<file path="config.mk">
export PLATFORM = sky130hd
export DESIGN_NAME = uart_rx_lock
export DESIGN_NICKNAME = d
export VERILOG_FILES = /design/src/rtl/uart_rx_pkg.sv /design/src/rtl/uart_rx_sync.sv /design/src/rtl/uart_rx_fsm.sv /design/src/rtl/uart_rx_status.sv /design/src/rtl/uart_rx_lock.sv
export SDC_FILE = /design/constraint.sdc
export NUM_CORES = 1
export LEC_CHECK = 0
export BUFFER_PORTS_ARGS = -buffer_cell sky130_fd_sc_hd__buf_2
export CORE_ASPECT_RATIO = 1.25
export CORE_MARGIN = 2
export CORE_UTILIZATION = 40
export DETAILED_ROUTE_END_ITERATION = 10
export SLEW_MARGIN = 10
export SYNTH_ARGS = -nofsm -noshare
export SYNTH_HDL_FRONTEND = slang
export SYNTH_SLANG_ARGS = --single-unit
export TNS_END_PERCENT = 100
</file>
<file path="constraint.sdc">
create_clock -name clk -period 1.5 [get_ports clk]
set_input_delay 0.15 -clock clk [delete_from_list [all_inputs] [get_ports clk]]
set_output_delay 0.15 -clock clk [all_outputs]
set_load 0.005 [all_outputs]
</file>
<file path="src/rtl/uart_rx_pkg.sv">
package uart_rx_pkg;

    typedef enum logic [2:0] {
        ST_IDLE,
        ST_START,
        ST_DATA,
        ST_PARITY,
        ST_STOP,
        ST_STOP2
    } rx_state_t;

    typedef struct packed {
        logic len7;
        logic par_en;
        logic par_odd;
        logic stop2;
    } rx_cfg_t;

endpackage

</file>
<file path="src/rtl/uart_rx_sync.sv">
module uart_rx_sync #(
    parameter int STAGES = 2
) (
    input  logic clk,
    input  logic rst_n,
    input  logic line_in,
    output logic line_s,
    output logic fall
);
    logic [STAGES-1:0] chain;
    logic              prev;

    always_ff @(posedge clk or negedge rst_n) begin
        if (!rst_n) begin
            chain <= '1;
            prev  <= 1'b1;
        end else begin
            chain <= {chain[STAGES-2:0], line_in};
            prev  <= chain[STAGES-1];
        end
    end

    assign line_s = chain[STAGES-1];
    assign fall   = prev & ~chain[STAGES-1];

    AST_FALL_AFTER_HIGH: assert property (@(posedge clk) disable iff (!rst_n)
        fall |-> $past(line_s));
endmodule

</file>
<file path="src/rtl/uart_rx_fsm.sv">
module uart_rx_fsm
    import uart_rx_pkg::*;
#(
    parameter int OS_RATE = 16,
    parameter int DW      = 8
) (
    input  logic          clk,
    input  logic          rst_n,
    input  logic          os_tick,
    input  logic          line_s,
    input  logic          fall,
    input  logic          lock,
    input  rx_cfg_t       cfg_in,
    output logic          done,
    output logic [DW-1:0] done_data,
    output logic          done_frm,
    output logic          done_par
);
    localparam int CW = $clog2(OS_RATE);
    localparam int IW = $clog2(DW + 1);
    localparam logic [CW-1:0] HALF = CW'(OS_RATE / 2 - 1);
    localparam logic [CW-1:0] LAST = CW'(OS_RATE - 1);

    rx_state_t     state, nxt;
    rx_cfg_t       cfg;
    logic [CW-1:0] cnt;
    logic [IW-1:0] bit_idx;
    logic [IW-1:0] nbits;
    logic [DW-1:0] shreg;
    logic          par_acc;
    logic          par_bad;
    logic          at_mid;
    logic          at_end;

    assign at_mid = os_tick && (cnt == HALF);
    assign at_end = os_tick && (cnt == LAST);
    assign nbits  = cfg.len7 ? IW'(DW - 1) : IW'(DW);

    // state register
    always_ff @(posedge clk or negedge rst_n) begin
        if (!rst_n) state <= ST_IDLE;
        else        state <= nxt;
    end

    // next-state logic
    always_comb begin
        nxt = state;
        unique case (state)
            ST_IDLE:   if (fall && !lock) nxt = ST_START;
            ST_START:  if (at_mid) nxt = line_s ? ST_IDLE : ST_DATA;
            ST_DATA:   if (at_end && (bit_idx == nbits - IW'(1)))
                           nxt = cfg.par_en ? ST_PARITY : ST_STOP;
            ST_PARITY: if (at_end) nxt = ST_STOP;
            ST_STOP:   if (at_end) nxt = cfg.stop2 ? ST_STOP2 : ST_IDLE;
            ST_STOP2:  if (at_end) nxt = ST_IDLE;
            default:   nxt = ST_IDLE;
        endcase
    end

    // datapath and outputs
    always_ff @(posedge clk or negedge rst_n) begin
        if (!rst_n) begin
            cfg       <= '0;
            cnt       <= '0;
            bit_idx   <= '0;
            shreg     <= '0;
            par_acc   <= 1'b0;
            par_bad   <= 1'b0;
            done      <= 1'b0;
            done_data <= '0;
            done_frm  <= 1'b0;
            done_par  <= 1'b0;
        end else begin
            done <= 1'b0;
            if (state != nxt || at_end) cnt <= '0;
            else if (os_tick)           cnt <= cnt + CW'(1);
            unique case (state)
                ST_IDLE: begin
                    if (nxt == ST_START) begin
                        cfg     <= cfg_in;
                        shreg   <= '0;
                        bit_idx <= '0;
                        par_acc <= 1'b0;
                        par_bad <= 1'b0;
                    end
                end
                ST_START: ;
                ST_DATA: begin
                    if (at_end) begin
                        shreg   <= {line_s, shreg[DW-1:1]};
                        par_acc <= par_acc ^ line_s;
                        bit_idx <= bit_idx + IW'(1);
                    end
                end
                ST_PARITY: begin
                    if (at_end) par_bad <= (par_acc ^ line_s) != cfg.par_odd;
                end
                ST_STOP: begin
                    if (at_end) begin
                        done      <= 1'b1;
                        done_frm  <= ~line_s;
                        done_par  <= cfg.par_en & par_bad;
                        done_data <= cfg.len7 ? {1'b0, shreg[DW-1:1]} : shreg;
                    end
                end
                ST_STOP2: ;
                default: ;
            endcase
        end
    end

    AST_LOCK_HOLDS_IDLE: assert property (@(posedge clk) disable iff (!rst_n)
        (state == ST_IDLE && lock) |=> state == ST_IDLE);
    AST_START_ENTRY: assert property (@(posedge clk) disable iff (!rst_n)
        $rose(state == ST_START) |-> $past(fall));
    AST_DONE_PULSE: assert property (@(posedge clk) disable iff (!rst_n)
        done |=> !done);
endmodule

</file>
<file path="src/rtl/uart_rx_status.sv">
module uart_rx_status #(
    parameter int DW = 8
) (
    input  logic          clk,
    input  logic          rst_n,
    input  logic          done,
    input  logic [DW-1:0] done_data,
    input  logic          done_frm,
    input  logic          done_par,
    input  logic          clr_full,
    input  logic          clr_ovr,
    input  logic          clr_frm,
    input  logic          clr_par,
    output logic [DW-1:0] data_q,
    output logic          full_q,
    output logic          ovr_q,
    output logic          frm_q,
    output logic          par_q
);
    always_ff @(posedge clk or negedge rst_n) begin
        if (!rst_n) begin
            data_q <= '0;
            full_q <= 1'b0;
            ovr_q  <= 1'b0;
            frm_q  <= 1'b0;
            par_q  <= 1'b0;
        end else begin
            if (clr_full) full_q <= 1'b0;
            if (clr_ovr)  ovr_q  <= 1'b0;
            if (clr_frm)  frm_q  <= 1'b0;
            if (clr_par)  par_q  <= 1'b0;
            if (done) begin
                if (full_q) begin
                    ovr_q <= 1'b1;
                end else begin
                    data_q <= done_data;
                    if (done_frm) frm_q <= 1'b1;
                    if (done_par) par_q <= 1'b1;
                    if (!done_frm && !done_par) full_q <= 1'b1;
                end
            end
        end
    end

    AST_OVR_KEEPS_DATA: assert property (@(posedge clk) disable iff (!rst_n)
        $rose(ovr_q) |-> $stable(data_q));
    AST_ERR_NO_FULL: assert property (@(posedge clk) disable iff (!rst_n)
        (done && (done_frm || done_par) && !full_q) |=> !full_q);
    AST_FRM_FROM_FRAME: assert property (@(posedge clk) disable iff (!rst_n)
        $rose(frm_q) |-> $past(done));
endmodule

</file>
<file path="src/rtl/uart_rx_lock.sv">
module uart_rx_lock
    import uart_rx_pkg::*;
#(
    parameter int OS_RATE = 16,
    parameter int DW      = 8,
    parameter int SYNC    = 2
) (
    input  logic          clk,
    input  logic          rst_n,
    input  logic          os_tick,
    input  logic          rx_line,
    input  logic          cfg_len7,
    input  logic          cfg_par_en,
    input  logic          cfg_par_odd,
    input  logic          cfg_stop2,
    input  logic          irq_en,
    input  logic          clr_full,
    input  logic          clr_ovr,
    input  logic          clr_frm,
    input  logic          clr_par,
    output logic [DW-1:0] rx_data,
    output logic          full_flag,
    output logic          ovr_flag,
    output logic          frm_flag,
    output logic          par_flag,
    output logic          irq_rx,
    output logic          irq_err
);
    logic          line_s, fall, lock;
    logic          done, done_frm, done_par;
    logic [DW-1:0] done_data;
    rx_cfg_t       cfg;

    assign cfg  = '{len7: cfg_len7, par_en: cfg_par_en,
                    par_odd: cfg_par_odd, stop2: cfg_stop2};
    assign lock = ovr_flag | frm_flag | par_flag;

    uart_rx_sync #(.STAGES(SYNC)) u_sync (
        .clk(clk), .rst_n(rst_n), .line_in(rx_line),
        .line_s(line_s), .fall(fall)
    );

    uart_rx_fsm #(.OS_RATE(OS_RATE), .DW(DW)) u_fsm (
        .clk(clk), .rst_n(rst_n), .os_tick(os_tick), .line_s(line_s),
        .fall(fall), .lock(lock), .cfg_in(cfg), .done(done),
        .done_data(done_data), .done_frm(done_frm), .done_par(done_par)
    );

    uart_rx_status #(.DW(DW)) u_status (
        .clk(clk), .rst_n(rst_n), .done(done), .done_data(done_data),
        .done_frm(done_frm), .done_par(done_par), .clr_full(clr_full),
        .clr_ovr(clr_ovr), .clr_frm(clr_frm), .clr_par(clr_par),
        .data_q(rx_data), .full_q(full_flag), .ovr_q(ovr_flag),
        .frm_q(frm_flag), .par_q(par_flag)
    );

    assign irq_rx  = full_flag & irq_en;
    assign irq_err = lock & irq_en;

    AST_NO_LOAD_WHILE_LOCKED: assert property (@(posedge clk) disable iff (!rst_n)
        ($past(lock) && lock && !$past(done)) |-> $stable(rx_data));
endmodule

</file>
Word-level counts from Yosys, hierarchy flattened --
Index checks and enable logic that the tools add are counted.
Storage, ports and cells: bits in registers 51, input bits 13, logic and storage cells 107
Cells by class: add/subtract/negate cells 3, equal/unequal tests 14, mux-type cells 42, bitwise operators 9, reduce and logical (&&, ||, !) cells 18
Operators with widths (number):
- 2-to-1 mux 3 bit | 8
- 2-to-1 mux 8 bit | 3
- 2-to-1 mux 1 bit | 20
- 2-to-1 mux 4 bit | 5
- one-hot mux 3 bit (6 select lines) | 1
- one-hot mux 8 bit (2 select lines) | 1
- adder 4 x 1 -> 4 bit (second input constant) | 2
- one-hot mux 4 bit (2 select lines) | 1
- == test 3 x 1 -> 1 bit (second input constant) | 2
- == test 3 x 2 -> 1 bit (second input constant) | 2
- == test 3 bit (second input constant) | 2
- != test 2 x 1 -> 1 bit (second input constant) | 3
- AND reduction 2 bit | 3
- AND reduction 3 bit | 2
- nonzero test 2 bit | 3
- logical AND 1 bit | 5
- bitwise AND 1 bit | 4
- == test 4 x 3 -> 1 bit (second input constant) | 1
- == test 4 bit | 1
- == test 4 bit (second input constant) | 1
- one-hot mux 1 bit (2 select lines) | 2
- subtractor 4 x 1 -> 4 bit (second input constant) | 1
- logical NOT 1 bit | 3
- logical NOT 3 bit | 1
- 7 further kinds | 9

Depth between registers and ports, before layout --
Gate-level depths: netlist of run 1.
depth after elaboration 9, depth in mapped cells 6, mapped depth without buffers 5

Cells and area by module --
A second synthesis of run 1 with hierarchy kept.
Second synthesis, totals: cell total of the unflattened synthesis 197, area, all modules 2411.1 sq um
Modules (own cells, without submodules):
- uart_rx_fsm | instances 1, cells each 158, area each 1805.5 sq um, seq. area each 900.9 sq um
- uart_rx_status | instances 1, cells each 32, area each 490.5 sq um, seq. area each 300.3 sq um
- uart_rx_sync | instances 1, cells each 4, area each 92.6 sq um, seq. area each 78.8 sq um
- uart_rx_lock | instances 1, cells each 3, area each 22.5 sq um, seq. area each 0.0 sq um

Worst setup path after synthesis of run 1 --
Ideal clock, no wire load.
path kind flip-flop to flip-flop, start point register u_fsm.cnt[0], end point register u_fsm.cnt[0], library setup time 0.077 ns, arrival time 1.505 ns, path slack -0.083 ns, stages on the path, launching flop included 5, buffers on the path 0, period minus slack after synthesis 1.583 ns, path through dfrtp_1 -> ha_1 -> and4_1 -> or4_4 -> a21oi_1
On the way: cells in the longest elaborated chain, start to end 8
Ends and longest elaborated chain:
- start, declared | RTL line uart_rx_fsm.sv:26 | logic [CW-1:0] cnt;
- start signal, assigned | RTL line uart_rx_fsm.sv:76 | else if (os_tick) cnt <= cnt + CW'(1);
- == test 4 bit | RTL line uart_rx_fsm.sv:36 | assign at_end = os_tick && (cnt == LAST);
- logical AND 1 bit | RTL line uart_rx_fsm.sv:36
- logical AND 1 bit | RTL line uart_rx_fsm.sv:51 | ST_DATA: if (at_end && (bit_idx == nbits - IW'(1)))
- 2-to-1 mux 3 bit | RTL line uart_rx_fsm.sv:51
- one-hot mux 3 bit (6 select lines) | RTL line uart_rx_fsm.sv:48 | unique case (state)
- != test 3 bit | RTL line uart_rx_fsm.sv:75 | if (state != nxt || at_end) cnt <= '0;
- logical OR 1 bit | RTL line uart_rx_fsm.sv:75
- 2-to-1 mux 4 bit / nonzero test 2 bit (equally long branches)
Several ways; a longest one is shown, not always the timed one. The select of a mux whose other input is x is not followed. A chain may end at the register's enable or synchronous reset.

Final worst setup path of run 1 --
start point register u_fsm.cnt[1], end point register u_fsm.cnt[1]
The elaborated chain is that of the path after synthesis.

==> results by group, run 1 <==
Cells and area
  • N_diodes: 0
  • Area Overhead vs Synth: 27.5%
  • Fraction of layout cells with a size suffix above 1: 0.391
  • Fin nets: about 290

STA
  • Slew Limit Fails: 0
  • Min Tclk post-route: 1540 ps
  • Max_slew headroom: 0.761
  • Tcrit/Tclk final: 1.03
  • Final setup violating endpoints: 4
  • Final setup margin: -38.7 ps
  • Unrepaired setup endpoints after global routing: true
  • Worst slew pin tran: 357 ps
  • Final Skew: 8.39 ps
  • F_max: between 0.6 and 0.7 GHz
  • Final Hold Viols: 0

Clocking
  • CTS tree: yes
  • CTS root buffer: clkbuf_8
  • H-Tree Depth: 2
  • Worst skew pair latency: 310 ps
  • Num CTS Buffers: 5
  • Clock Pin Slew Worst Setup and Hold Paths: 90 ps
  • Clk sinks: a little over 50
  • Maximum clock path buffer count: 2

Global routing
  • Initial antenna violation count: 0
  • Grt ovf: 0
  • Most used routing layer: met2
  • Grt met1 use: 0.167
  • First-pass GRT wire length: 7.29 mm
  • Global Route Usage Sum: 0.146
  • Met2 Track Usage GR: 0.262
  • Largest net degree at the start of global routing: 52
  • Met3 Use GR: 0.0304
  • Vias in the first global route: around 1600

Detailed routing
  • Final wirelength: around 4.5 mm
  • Via/cell ratio: roughly 5
  • Post-route DRC: 0
  • Router iterations before antenna repair: 4
  • Vias: 1681
  • Initial DRC count: 60
  • Routed wire length per instance: approximately 13 um
  • ANT nets after route: 0

Power and ir drop
  • Cell Pwr Density: around 1400 nW/um2
  • Leakage: roughly 0.0014 uW
  • Peak supply drop: roughly 540 uV
  • Final Power: just over 4000 uW

Floorplan
  • Die X: 72.1 um
  • # rows: 31
  • Die Y: about 89 um
  • CORE AREA: about 5700 um2
  • IO Count: 27
  • Die area: roughly 6400 um2
  • Initial Utilization: 0.406

Synthesis
  • Synth top area share: 0.518
  • Ys flop type: dfrtp_1
  • Area leader, netlist: dfrtp_1
  • Cells after Synth: 219
  • Post-synth EDFFs: 0
  • Mapped Nets: roughly 230
  • Synth warn: 0
  • Ys async rst share: 1.00
  • Post-synthesis sequential area ratio: 0.552
  • Unique masters post-synth: 38
  • Largest cells by area after synthesis: dfrtp_1 52%, nand2_1 7.3%, o21ai_0 4.5%, mux2_2 4.4%, mux2i_1 3.9%
  • Synth Cell Area: about 2300 um2
  • Yosys reg bits: slightly above 50
  • Synth Area per Inst: ~11 um2

Place
  • DP HPWL: between 3 and 4 mm
  • GPL Wtd Cong: 0.806
  • Port bufs: 26
  • Pre-CTS WS: -60.2 ps

Status
  • Failing checks: setup timing
  • Status: complete, but fails checks

Worst setup path
  • CP max stage cell: or4_4
  • Crit Path Class: register to register
  • Crit-path max cell delay: about 530 ps
  • Required @ worst endpoint: approximately 1700 ps
  • Endpoint class of the critical path: register
  • Critical Path, Cell by Cell: ha_4, and4_4, or4_4, a21oi_2
  • Crit-path max FO: 4
  • CP Launch Type: register
  • Arr. time, crit path: 1770 ps

Job
  • Max-cap check violation count: 0

Worst hold path
  • Hold/Removal Path Class: input pin to register
cells by family (layout without fill, tap and decap cells):
group	count (synthesis)	count (layout)	share of synthesized area
AO/OA/AOI/OAI	40	40	0.107
AND/OR/NAND/NOR	80	80	0.171
flip-flops	51	51	0.552
buffers and inverters	18	70	0.0383
adder cells (fa/ha/maj)	2	2	0.0108
multiplexers	18	18	0.0826
XOR/XNOR	10	10	0.0378
critical path, delay by kind of cell (launching register included):
kind | cells | cell delay (ps)
AO/OA/AOI/OAI | 1 | 140
AND/OR/NAND/NOR | 2 | 720
flip-flops | 1 | 420
adder cells (fa/ha/maj) | 1 | 190
layer usage:
metal | wire (um) | share of wire
met5 | 0 | 0
met4 | 85 | 0.019
met3 | 126 | 0.028
met2 | 2370 | 0.52
met1 | 1940 | 0.43
where the power goes:
group | internal, uW | total [uW] | switching (uW) | leakage [uW]
registers | 1710 | 2040 | 326 | 0.000652
clock network | 344 | 831 | 487 | 0.0000491
logic | 657 | 1270 | 613 | 0.000705
what timing repair did:
item                                    4_1_cts  5_1_grt
hold buffers                                  2        0
resized for setup                             5       36
buffers inserted                              0        2
endpoints found under the hold margin        49        0
pin swaps                                     2        6
cloned                                        0        2
endpoints found under the setup margin       19       29
sequential cells by signal (all words and copies together), names as in the netlist, 2 cells and up:
name and flops:
u_status.data_q 8, u_fsm.cfg 4, u_fsm.done_data 8, u_fsm.cnt 4, u_fsm.shreg 8, u_fsm.state 3
u_fsm.bit_idx 4, u_sync.chain 2
metrics by stage:
step	TNS, ps	hold slack, ps	cells	instance area [um2]	utilization
global placement	-207	159	323	2700	0.473
CTS	-138	9.51	333	2840	0.499
detailed placement	-513	161	323	2700	0.473
floorplan	-13.8	-146	219	2360	-
global route	-397	35.1	337	2950	0.518
finish	-105	16.1	337	2950	0.518
cell type report:
class,instances,area [um2]
Clock buffer,5,68.8
Clock inverter,3,26.3
Fill cell,527,2750
Inverter,6,22.5
Multi-Input combinational cell,150,1080
Sequential cell,51,1280
Tap cell,66,82.6
Timing Repair Buffer,56,392
cell usage in the layout, fill, tap and decap left out, types with 2 or more instances in the layout:
cell,synthesis,layout
xor2_1,2,2
clkbuf_8,0,5
buf_2,8,26
nor3_1,4,3
nor2_1,5,5
inv_6,0,2
nand2_1,45,39
a32o_1,2,2
nor3_2,2,2
buf_6,0,3
and4_4,1,2
o21ai_1,0,8
nand4_1,2,2
dfrtp_1,48,46
dfstp_2,3,3
dlygate4sd3_1,0,2
o21ai_0,21,10
xnor2_1,8,8
a21oi_2,0,5
mux2_2,9,9
nand3_1,3,3
buf_4,3,23
inv_1,6,6
mux2i_1,9,9
dfrtp_2,0,2
and2_1,2,2
nand2_2,0,6
o21ai_2,0,3
nor2b_1,3,3
nand2b_1,4,3
worst paths after layout:
check	start	end	slack, ps	cells past startpoint
setup reg to reg	u_fsm.cnt[1]	u_fsm.cnt[1]	-40	4
min in group asynchronous	rst_n	u_fsm.cnt[3]	350	3
setup / recovery	u_fsm.cnt[1]	u_fsm.cnt[1]	-40	4
max in group asynchronous	rst_n	u_sync.chain[1]	870	3
hold reg to reg	u_sync.chain[0]	u_sync.chain[1]	360	0
hold / removal	clr_ovr	u_status.ovr_q	20	2
cells in the mapped netlist, types with 4 or more instances:
library cell and count:
inv_1 6, mux2_2 9, nor3_1 4, nor2_1 5, nand2_1 45, buf_2 8
a21oi_1 6, xnor2_1 8, mux2i_1 9, o21ai_0 21, nand2b_1 4, dfrtp_1 48
No activity file was read; power rests on OpenSTA's default activity.
==> run 2: changes to the inputs <==
SETUP_SLACK_MARGIN = 0.3   (was default)
==> run 2 against run 1 <==
The run now ends clean. Clock skew barely moved. Sequential power rose by 2%. Largest cell class unchanged. Global-route usage up 1.2 points. Wire length increased by 13%. Fmax grew 2.9%. Highest routed layer unchanged. Design area is 8.6% higher. Critical path type unchanged. First-iteration DRC count is 75% higher. Core utilization rose by 4.4 points. Non-clock buffer count grew 6. Worst hold slack gained 17 ps. Largest power group unchanged. Die area unchanged.
==> results by group, run 2 (synthesis gave the netlist of run 1 again) <==
Floorplan
  • Die Y: 89.1 um
  • Initial Utilization: 0.406
  • # rows: 31
  • Die X: just over 70 um
  • Die area: 6420 um2
  • CORE AREA: around 5700 um2
  • IO Count: 27

Power and ir drop
  • Logic pwr share: 0.308
  • Final Power: 4420 uW
  • Clk pwr share: 0.218
  • NetSw: approximately 1500 uW
  • Peak supply drop: around 900 uV
  • Sequential share of power: 0.474
  • Leakage: between 0.001 and 0.0015 uW
  • Power Internal: 2910 uW
  • Cell Pwr Density: ~1400 nW/um2
  • Switching share of power: 0.342

Cells and area
  • Fill cells: just under 500
  • Fraction of layout cells with a size suffix above 1: 0.495
  • Most common cell after layout, fill and taps aside: dfrtp_1
  • Commonest non-fill, non-tap cells in the layout: 44 x dfrtp_1, 28 x nand2_1, 26 x buf_2, 20 x buf_4, 16 x nand2_2
  • Area Overhead vs Synth: 38.4%
  • N_diodes: 0
  • Non-filler instance count after layout: between 300 and 400
  • Top Registers: u_fsm.done_data: 8 flops, u_fsm.shreg: 8 flops, u_status.data_q: 8 flops
  • Post-Layout Inst Area: 3210 um2
  • Sequential cell area: about 1300 um2
  • Fin nets: between 200 and 300
  • Footprint of the multi-input gates: 1220 um2
  • Final design utilization: 0.562

Global routing
  • Global Route Usage Sum: 0.158
  • Vias in the first global route: around 1700
  • Initial antenna violation count: 0
  • Grt ovf: 0
  • First-pass GRT wire length: 7.85 mm
  • Largest net degree at the start of global routing: 52

Worst setup path
  • Critical Path, Cell by Cell: ha_4, and4_4, or4_4, a21oi_2
  • Arr. time, crit path: 1730 ps
  • Required @ worst endpoint: between 1500 and 2000 ps
  • Crit-path max FO: 5
  • Crit Path Class: register to register
  • Worst reg2reg setup slack: between 4 and 5 ps
  • CP Launch Type: register
  • R2R Path End: u_fsm.cnt[3]
  • Buf+Inv Stages, Crit Path: 0
  • Worst Reg-to-Reg Cells: 4
  • Crit Reg-Reg Startpoint: u_fsm.cnt[0]
  • Crit-path max cell delay: about 520 ps
  • Endpoint class of the critical path: register
  • CP max stage cell: or4_4
  • Cell family with most CP delay: simple AND/OR/NAND/NOR gates

STA
  • Final Hold Viols: 0
  • F_max: roughly 0.67 GHz
  • Hold_ws: 33.5 ps
  • Final Skew: between 8 and 9 ps
  • Unrepaired setup endpoints after global routing: true
  • Slew Limit Fails: 0
  • Min Tclk post-route: around 1500 ps
  • Tcrit/Tclk final: 0.997
  • Worst slew pin tran: around 350 ps
  • Final setup violating endpoints: 0
  • Max_slew headroom: 0.770

Clocking
  • CTS root buffer: clkbuf_8
  • H-Tree Depth: 2
  • CTS tree: yes
  • Clock Pin Slew Worst Setup and Hold Paths: around 100 ps
  • Worst skew pair latency: just over 300 ps
  • Clk sinks: a little over 50
  • Num CTS Buffers: 5
  • Maximum clock path buffer count: 2

Place
  • DP HPWL: between 3 and 4 mm
  • Cells after DPL: ~320
  • GPL Wtd Cong: roughly 0.79
  • Port bufs: 26
  • DP Area: roughly 2700 um2

Detailed routing
  • Vias: about 1800
  • Routed wire length per instance: ~15 um
  • Router iterations before antenna repair: 4
  • Via/cell ratio: just over 5
  • Final wirelength: 5.11 mm
  • Initial DRC count: 105
  • ANT nets after route: 0
  • Post-route DRC: 0

Job
  • Max-cap check violation count: 0

Worst hold path
  • Worst hold path endpoint: u_fsm.cfg[2]
  • Hold path start: cfg_par_en
  • Hold path cells: 3
  • Hold/Removal Path Class: input pin to register

Status
  • Status: finished, final reports clean
-- run 2: cell types whose count changed in the layout (fill, tap and decap cells not counted), moves of 3 or more --
| cell | previous run | this run |
|---|---|---|
| nand2_1 | 39 | 28 |
| nand2_2 | 6 | 16 |
| buf_6 | 3 | 10 |
| o21ai_1 | 8 | 13 |
| o21ai_0 | 10 | 6 |
| buf_4 | 23 | 20 |
| nor2_1 | 5 | 2 |
-- run 2: tightest hold or removal path, stage by stage --
cell and delay, ps:
buf_2 80, nand2_2 40, nand2_1 40
-- run 2: through the flow --
step	worst slack, ps	TNS, ps
after global placement	0.744	0
after global routing	-47.1	-369
after detailed placement	-34.6	-236
final	4.81	0
after CTS	12.2	0
after floorplan	46.0	0
-- run 2: repair_timing --
action / in CTS / in global routing
hold buffers: 2 / 0
buffers inserted: 11 / 5
pin swaps: 8 / 19
cloned: 1 / 2
hold endpoints to repair: 49 / 0
endpoints found under the setup margin: 45 / 45
gates resized for setup: 17 / 60
-- run 2: final cells by class --
type	instances	share of cell area
flip-flops and latches	51	0.401
repair buffers	62	0.151
well taps	66	0.0258
multi-input cells	152	0.381
inverters	6	0.00702
clock inverters	3	0.0137
clock buffers	5	0.0215
-- run 2: per-layer routing --
| metal | share of wire | wire [um] | global-route usage |
|---|---|---|---|
| met1 | 0.43 | 2210 | 0.196 |
| met2 | 0.53 | 2710 | 0.277 |
| met3 | 0.025 | 129 | 0.0271 |
| met4 | 0.012 | 60 | 0.0566 |
| met5 | 0 | 0 | 0 |
-- run 2: how the worst max path moves through the flow --
stage	start	endpoint	slack (ps)	cells after the start
after floorplan	u_fsm.cnt[0]	u_fsm.cnt[0]	50	4
after global placement	u_fsm.state[1]	u_fsm.cnt[1]	0.7	5
after detailed placement	u_fsm.state[2]	u_fsm.cnt[0]	-30	4
after CTS	u_fsm.cnt[0]	u_fsm.cnt[0]	10	4
after global routing	u_status.par_q	u_fsm.par_acc	-50	5
final	u_fsm.cnt[0]	u_fsm.cnt[3]	5	4
-- run 2: power by group through the flow --
stage               registers, uW  clock network (uW)  logic, uW
floorplan                    1940                   0        906
global placement             2060                   0       1060
detailed placement           2080                   0       1080
CTS                          2040                 990       1230
global route                 2140                1030       1520
finish                       2090                 962       1360
==> run 3: changes to the inputs <==
CORE_UTILIZATION = 38   (was 40)
==> run 3 against run 2 <==
Final cell count up 2.0%. Wire length shrank 4.4%. Combinational power decreased by 7%. Count of clock-buffer cells in the layout unchanged. Critical path depth unchanged. Setup slack improved by 6.5 ps. Sequential power barely moved. Core utilization decreased by 4.2 points. Die area rose by 5.0%. Design area fell by 5.0%. First-iteration DRC count decreased by 8.6%. Via count shrank 2.9%.
==> results by group, run 3 (synthesis gave the netlist of run 1 again) <==
Status
  • Status: finished, final reports clean

Clocking
  • Maximum clock path buffer count: 2
  • CTS tree: yes
  • Num CTS Buffers: 5
  • Worst skew pair latency: just over 300 ps
  • H-Tree Depth: 2
  • Clock Pin Slew Worst Setup and Hold Paths: about 90 ps
  • Clk sinks: 51
  • CTS root buffer: clkbuf_8

Cells and area
  • Top Registers: u_fsm.done_data: 8 flops, u_fsm.shreg: 8 flops, u_status.data_q: 8 flops
  • Area Overhead vs Synth: 31.5%
  • Final design utilization: 0.520
  • Fraction of layout cells with a size suffix above 1: 0.422
  • N_diodes: 0
  • Non-filler instance count after layout: roughly 350
  • Fin nets: 284
  • Commonest non-fill, non-tap cells in the layout: 45 x dfrtp_1, 33 x nand2_1, 26 x buf_2, 17 x buf_4
  • Most common cell after layout, fill and taps aside: dfrtp_1

Floorplan
  • Die area: 6740 um2
  • # rows: 31
  • Die X: 73.8 um
  • Die Y: around 91 um
  • IO Count: 27
  • CORE AREA: a little under 6000 um2
  • Initial Utilization: 0.396

Detailed routing
  • Initial DRC count: 96
  • Routed wire length per instance: 13.9 um
  • Final wirelength: between 4 and 5 mm
  • Post-route DRC: 0
  • Top layer in use: met4
  • WL met2: around 2.5 mm
  • Met3 Wirelength: about 140 um
  • ANT nets after route: 0
  • Via/cell ratio: just under 5
  • Wl on met1: 2.18 mm
  • Router iterations before antenna repair: 5
  • Vias: 1738

Place
  • Port bufs: 26
  • Cells after DPL: 333
  • DP HPWL: 2.99 mm
  • GPL Wtd Cong: between 0.8 and 0.9
  • Pre-CTS WS: -36.9 ps

Worst setup path
  • Crit Reg-Reg Startpoint: u_fsm.cnt[0]
  • CP Launch Type: register
  • Crit path launch: u_fsm.cnt[0]
  • Crit Path Class: register to register
  • Required @ worst endpoint: around 1800 ps
  • Worst Reg-to-Reg Cells: 4
  • Arr. time, crit path: about 1700 ps
  • R2R Path End: u_fsm.cnt[2]
  • Worst reg2reg setup slack: between 10 and 15 ps
  • Worst Setup EP: u_fsm.cnt[2]
  • Crit-path max FO: 5
  • Endpoint class of the critical path: register

Global routing
  • First-pass GRT wire length: 8.35 mm
  • Grt ovf: 0
  • Largest net degree at the start of global routing: 52
  • Initial antenna violation count: 0
  • Vias in the first global route: 1783
  • Global Route Usage Sum: 0.159

STA
  • Unrepaired setup endpoints after global routing: true
  • Final setup margin: 11.3 ps
  • Slew Limit Fails: 0
  • F_max: 0.672 GHz
  • Final setup violating endpoints: 0
  • Final Skew: ~4.1 ps
  • Final Hold Viols: 0
  • Tcrit/Tclk final: 0.992
  • Hold_ws: about 6.0 ps
  • Max_slew headroom: 0.762
  • Min Tclk post-route: 1490 ps
  • Worst slew pin tran: roughly 360 ps

Power and ir drop
  • Peak supply drop: around 600 uV
  • Final Power: ~4300 uW
  • Leakage: about 0.0014 uW
  • Cell Pwr Density: about 1400 nW/um2

Job
  • Max-cap check violation count: 0

Worst hold path
  • Hold/Removal Path Class: input pin to register
==> run 3: changes by cell type in the layout (fill, tap and decap cells not counted), moves of 2 or more <==
cell / change
nor2_4: -2
nand2_1: +5
buf_4: -3
buf_6: -4
o21ai_1: -2
a21oi_1: +2
nand2_2: -5
o2111ai_1: +2
nor2_1: +3
a21oi_2: -2
buf_8: -2
==> run 3: worst min path at each step <==
stage	startpoint	end	slack, ps	cells after the start
final	clr_ovr	u_status.ovr_q	6	2
after global routing	clr_ovr	u_status.ovr_q	20	2
after CTS	clr_ovr	u_status.ovr_q	0.7	2
after detailed placement	rst_n	u_fsm.cnt[0]	160	2
after global placement	rst_n	u_fsm.cnt[0]	160	2
after floorplan	rst_n	u_fsm.bit_idx[0]	-150	0
==> run 3: routing by layer <==
metal / vias up / track usage
met1: 838 / 0.197
met3: 8 / 0.0277
met2: 32 / 0.269
li1: 860 / -
met5: - / 0
met4: 0 / 0.0621
==> run 3: what timing repair did <==
item / in CTS / in global routing
pin swaps: 8 / 10
hold endpoints to repair: 49 / 0
setup buffers: 5 / 0
resized for setup: 19 / 32
gates cloned: 4 / 0
hold buffers: 2 / 0
setup endpoints to repair: 46 / 46
==> run 3: critical path, cell delays in order (launching register included) <==
cell	delay, ps
dfrtp_1	430
ha_4	200
and4_4	140
or4_4	530
a21oi_2	130
==> run 3: stage by stage <==
step	cell area (um2)	TNS, ps
floorplan	2440	0
global placement	2710	-105
detailed placement	2710	-140
CTS	2980	0
global route	3050	-370
finish	3050	0
==> run 3: power by group <==
part	total, uW	internal, uW	switching, uW
Clock	975	497	477
Combinational	1270	642	626
Sequential	2070	1710	355
Total	4310	2850	1460
==> run 3: layout make-up <==
cell class	count	area, um2
fill	517	2810
sequential	51	1280
multi-input combinational	153	1160
timing repair buffer	52	365
tap	82	103
clock buffer	5	68.8
clock inverter	3	43.8
inverter	6	22.5
